==> src/rtl/fst_pkg.sv <==
package fst_pkg;

    typedef enum logic [2:0] {
        FM_READ      = 3'd0,
        FM_PROG      = 3'd1,
        FM_ERASE_ARM = 3'd2,
        FM_ERASE     = 3'd3,
        FM_SUSP_READ = 3'd4,
        FM_SUSP_PROG = 3'd5
    } fmode_e;

    // Per-mode behaviour of the status path
    typedef struct packed {
        logic idle;          // array read mode: clear toggles, no status
        logic bit6_run;      // dq6 advances on any strobe
        logic bit2_track;    // dq2 advances on strobes that hit the erase set
        logic status_any;    // status returned for every sector
        logic status_on_hit; // status returned only for erase-set sectors
        logic fixed_miss;    // dq2 reads 1 for sectors outside the erase set
        logic committed;     // dq3 level
    } mode_cls_t;

    typedef struct packed {
        logic status_sel;
        logic dq2;
        logic dq3;
        logic dq6;
    } status_out_t;

    function automatic mode_cls_t classify(input logic [2:0] code);
        mode_cls_t c;
        c = '0;
        case (code)
            FM_PROG: begin
                c.bit6_run   = 1'b1;
                c.status_any = 1'b1;
            end
            FM_ERASE_ARM: begin
                c.bit6_run   = 1'b1;
                c.bit2_track = 1'b1;
                c.status_any = 1'b1;
            end
            FM_ERASE: begin
                c.bit6_run   = 1'b1;
                c.bit2_track = 1'b1;
                c.status_any = 1'b1;
                c.committed  = 1'b1;
            end
            FM_SUSP_READ: begin
                c.bit2_track    = 1'b1;
                c.status_on_hit = 1'b1;
                c.committed     = 1'b1;
            end
            FM_SUSP_PROG: begin
                c.bit6_run   = 1'b1;
                c.bit2_track = 1'b1;
                c.status_any = 1'b1;
                c.fixed_miss = 1'b1;
                c.committed  = 1'b1;
            end
            default: c.idle = 1'b1;
        endcase
        return c;
    endfunction

endpackage

==> src/rtl/fst_mode_decode.sv <==
module fst_mode_decode
    import fst_pkg::*;
(
    input  logic [2:0] mode,
    output mode_cls_t  cls
);

    always_comb begin
        cls = classify(mode);
    end

endmodule

==> src/rtl/fst_sector_hit.sv <==
module fst_sector_hit #(
    parameter int NUM_SECTORS = 7,
    localparam int SEC_W = (NUM_SECTORS > 1) ? $clog2(NUM_SECTORS) : 1
) (
    input  logic [NUM_SECTORS-1:0] erase_mask,
    input  logic [SEC_W-1:0]       rd_sector,
    output logic                   hit
);

    logic [NUM_SECTORS-1:0] onehot;

    for (genvar s = 0; s < NUM_SECTORS; s++) begin : g_dec
        assign onehot[s] = (rd_sector == SEC_W'(s));
    end

    assign hit = |(onehot & erase_mask);

endmodule

==> src/rtl/fst_toggle_cell.sv <==
module fst_toggle_cell (
    input  logic clk,
    input  logic rst,
    input  logic clear,
    input  logic advance,
    output logic q
);

    always_ff @(posedge clk) begin
        if (rst || clear) begin
            q <= 1'b0;
        end else if (advance) begin
            q <= ~q;
        end
    end

endmodule

==> src/rtl/flash_status_toggle.sv <==
module flash_status_toggle
    import fst_pkg::*;
#(
    parameter int NUM_SECTORS = 7,
    localparam int SEC_W = (NUM_SECTORS > 1) ? $clog2(NUM_SECTORS) : 1
) (
    input  logic                   clk,
    input  logic                   rst,
    input  logic [2:0]             mode,
    input  logic [NUM_SECTORS-1:0] erase_mask,
    input  logic [SEC_W-1:0]       rd_sector,
    input  logic                   rd_stb,
    output logic                   status_sel,
    output logic                   dq2,
    output logic                   dq3,
    output logic                   dq6
);

    mode_cls_t   cls;
    logic        hit;
    logic        t2_q;
    logic        t6_q;
    logic        adv2;
    logic        adv6;
    status_out_t so;

    fst_mode_decode i_dec (
        .mode (mode),
        .cls  (cls)
    );

    fst_sector_hit #(.NUM_SECTORS(NUM_SECTORS)) i_hit (
        .erase_mask (erase_mask),
        .rd_sector  (rd_sector),
        .hit        (hit)
    );

    assign adv6 = rd_stb & cls.bit6_run;
    assign adv2 = rd_stb & hit & cls.bit2_track;

    fst_toggle_cell i_t6 (
        .clk     (clk),
        .rst     (rst),
        .clear   (cls.idle),
        .advance (adv6),
        .q       (t6_q)
    );

    fst_toggle_cell i_t2 (
        .clk     (clk),
        .rst     (rst),
        .clear   (cls.idle),
        .advance (adv2),
        .q       (t2_q)
    );

    always_comb begin
        so = '0;
        if (cls.status_any || (cls.status_on_hit && hit)) begin
            so.status_sel = 1'b1;
            so.dq6        = t6_q;
            so.dq3        = cls.committed;
            so.dq2        = (cls.fixed_miss && !hit) ? 1'b1 : t2_q;
        end
    end

    assign status_sel = so.status_sel;
    assign dq2        = so.dq2;
    assign dq3        = so.dq3;
    assign dq6        = so.dq6;

endmodule

==> config.mk <==
export PLATFORM = sky130hd
export DESIGN_NAME = flash_status_toggle
export DESIGN_NICKNAME = d
export VERILOG_FILES = /design/src/rtl/fst_pkg.sv /design/src/rtl/fst_mode_decode.sv /design/src/rtl/fst_sector_hit.sv /design/src/rtl/fst_toggle_cell.sv /design/src/rtl/flash_status_toggle.sv
export SDC_FILE = /design/constraint.sdc
export NUM_CORES = 1
export LEC_CHECK = 0
export BUFFER_PORTS_ARGS = -buffer_cell sky130_fd_sc_hd__clkbuf_2
export CORE_AREA = 2 2 39 41
export DETAILED_ROUTE_END_ITERATION = 10
export DIE_AREA = 0 0 41 43
export PLACE_DENSITY_LB_ADDON = 0.2
export SYNTH_ARGS = -nofsm -noshare
export SYNTH_HDL_FRONTEND = slang
export SYNTH_SLANG_ARGS = --single-unit
==> constraint.sdc <==
create_clock -name clk -period 1.5 [get_ports clk]
set_input_delay 0 -clock clk [delete_from_list [all_inputs] [get_ports clk]]
set_output_delay 0 -clock clk [all_outputs]
set_load 0.03 [all_outputs]
==> results.txt <==
Vias: 301
Fin crit share: 0.902
Worst path arrival time: 1350 ps
Post-DRT Antenna Nets: 0
Synth top area cells: dfxtp_1 17%, mux2i_1 13%, mux4_2 9.4%
Setup Crit Path Kind: primary input to primary output
Reg-to-Reg End: i_t2.q$_SDFFE_PP0P_
Initial Util: 0.174
Clock latency at the later pin of the worst-skew pair: 220 ps
Overflow after GRT: 0
Max-slew headroom: 0.862
Port buffer count: 19
Placer Congestion: 0.595
Setup bufs post-CTS: 0
Minimum clock period: 1350 ps
Netlist cell types: 21
Total negative slack: 0 ps
Least-Margin Pin Slew: 205 ps
H-Tree Depth: 1
Hold depth: 3
Slew Limit Fails: 0
Avg Inst Size Synth: 7.75 um2
Worst R2R Setup Slack: 620 ps
Vias/cell: 4.36
Area leader, netlist: dfxtp_1
CTS resizes: 0
Synthesis-to-layout area growth: 60.4%
CP Capture Type: primary output
Diodes inserted: 0
Max cap viols: 0
Routed wire per std cell: 9.26 um
Pin count of the biggest net entering global routing: 8
Clock Skews: 0 ps
Worst R2R Start: i_t2.q$_SDFFE_PP0P_
Clock transition at path regs: 30 ps
Top Ports: 20
Worst Hold Launch: rst
Layout cells sized above 1: 0.472
WHS Endpoint: i_t6.q$_SDFFE_PP0P_
Vias in the first global route: 288
DRT Pass-1 Iters: 4
Die height: 43 um
Die W: 41 um
Cts hold-fix bufs: 0
Power per Cell Area: 698 mW/mm2
Max FO, Critical Path: 5
Final HPWL DP: 558 um
Synthesis-stage register bit count: 2
DRC: 0
Net count, final: 72
Share of the synthesized area in the top cell type: 0.167
Fin util: 0.278
Antenna violations before repair: 0
Warnings from Yosys: 0
Synth Cell Area: 240 um2
Root buf cell: clkbuf_4
Final wirelength: 639 um
Row cnt: 14
Required @ worst endpoint: 1500 ps
# setup viols final: 0
RSZ-0062 raised after global routing: no
Post-synthesis sequential area ratio: 0.167
CTS Sinks: 2
Starting DRT DRC Count: 7
Placeable Area: 0.00138 mm2
Mapped Nets: 48
First-pass GRT wire length: 1010 um
DP Area: 363 um2
CTS tree: done
Hold/Removal Path Class: primary input to flip-flop
Static leakage: 0.196 nW
Hold Vio Cnt, Final: 0
F_max: 739 MHz
GR Util All Layers: 0.0902
Startpoint types: primary input
Outcome: finished, final reports clean
Cts bufs inserted: 3
Post-Syn Instances: 31
Worst IR Drop VDD: 0.000187 V
Clock tree buffer depth: 2
Die ar.: 0.00176 mm2
Post-Layout Inst Area: 385 um2
R2R depth: 2
[state kept, by name, summed over array words and instances (netlist names)]
register / count
i_t6.q: 1
i_t2.q: 1
[cell type report]
type / instances / area (um2)
Sequential cell: 2 / 40.0
Timing Repair Buffer: 19 / 95.1
Clock buffer: 3 / 22.5
Fill cell: 158 / 998
Tap cell: 16 / 20.0
Multi-Input combinational cell: 26 / 196
Inverter: 3 / 11.3
[critical path, stage by stage]
cell,delay [ps]
clkbuf_2,120
nand2b_1,140
mux4_2,520
o21ai_2,180
a21boi_2,180
clkbuf_2,210
[report_power, final]
part / total [mW] / switching, mW / internal (mW)
Combinational: 0.0946 / 0.0512 / 0.0434
Clock: 0.117 / 0.0292 / 0.0881
Sequential: 0.0574 / 0.00126 / 0.0561
Total: 0.269 / 0.0816 / 0.188
[layer usage]
metal | vias up | part of all wire | global-route usage
li1 | 156 | - | -
met1 | 128 | 0.44 | 0.0895
met2 | 17 | 0.45 | 0.128
met3 | 0 | 0.10 | 0.0314
met4 | 0 | 0 | 0.100
met5 | - | 0 | 0
[Yosys cell counts]
cell and n:
a311o_1 1, nand2_1 3, nor3_1 1, o21ai_1 1
xor2_1 1, ha_1 1, a21o_1 1, nand2b_1 2
mux4_2 1, inv_1 3, o211ai_1 1, and2_1 1
or3_1 1, nor2b_1 1, o21ai_0 2, mux2i_1 3
a21boi_1 1, o21bai_1 1, dfxtp_1 2, a21oi_1 1
nor2_1 2
[worst max-delay path by stage]
stage	from	end	slack [ps]	cells past startpoint
2_1_floorplan	rd_sector[2]	dq3	110	4
3_3_place_gp	rd_sector[2]	dq3	150	6
3_5_place_dp	rd_sector[2]	i_t2.q$_SDFFE_PP0P_	100	5
4_1_cts	rd_sector[2]	dq3	130	6
5_1_grt	rd_sector[2]	dq3	50	6
6_report	rd_sector[2]	dq3	150	6
[through the flow]
| stage | hold WS, ps | setup slack (ps) | total power, mW | instances |
|---|---|---|---|---|
| CTS | 54.6 | 127 | 0.274 | 69 |
| finish | 47.7 | 148 | 0.269 | 69 |
| detailed placement | 287 | 102 | 0.154 | 66 |
| global placement | 287 | 147 | 0.155 | 66 |
| global route | 59.1 | 52.3 | 0.300 | 69 |
| floorplan | 162 | 105 | 0.115 | 31 |
[cell families after synthesis]
family,Yosys count,synth area share
AO/OA/AOI/OAI,9,0.250
XOR/XNOR,1,0.0365
adder cells (fa/ha/maj),1,0.0521
buffers and inverters,3,0.0469
flip-flops,2,0.167
multiplexers,4,0.219
AND/OR/NAND/NOR,11,0.229
[cells in the final DEF (no fill, tap or decap)]
| cell | n |
|---|---|
| and2_1 | 1 |
| xor2_1 | 1 |
| nor2b_1 | 1 |
| nor2_1 | 2 |
| o211ai_1 | 1 |
| a21o_1 | 1 |
| clkbuf_2 | 19 |
| mux4_2 | 1 |
| o21bai_1 | 1 |
| nand2_1 | 3 |
| ha_1 | 1 |
| inv_1 | 3 |
| clkbuf_4 | 3 |
| a311o_1 | 1 |
| mux2i_1 | 3 |
| a21oi_1 | 1 |
| nand2b_1 | 2 |
| dfxtp_1 | 2 |
| a21boi_2 | 1 |
| or3_1 | 1 |
| nor3_1 | 1 |
| o21ai_0 | 2 |
| o21ai_2 | 1 |
No activity file was read; power rests on OpenSTA's default activity.
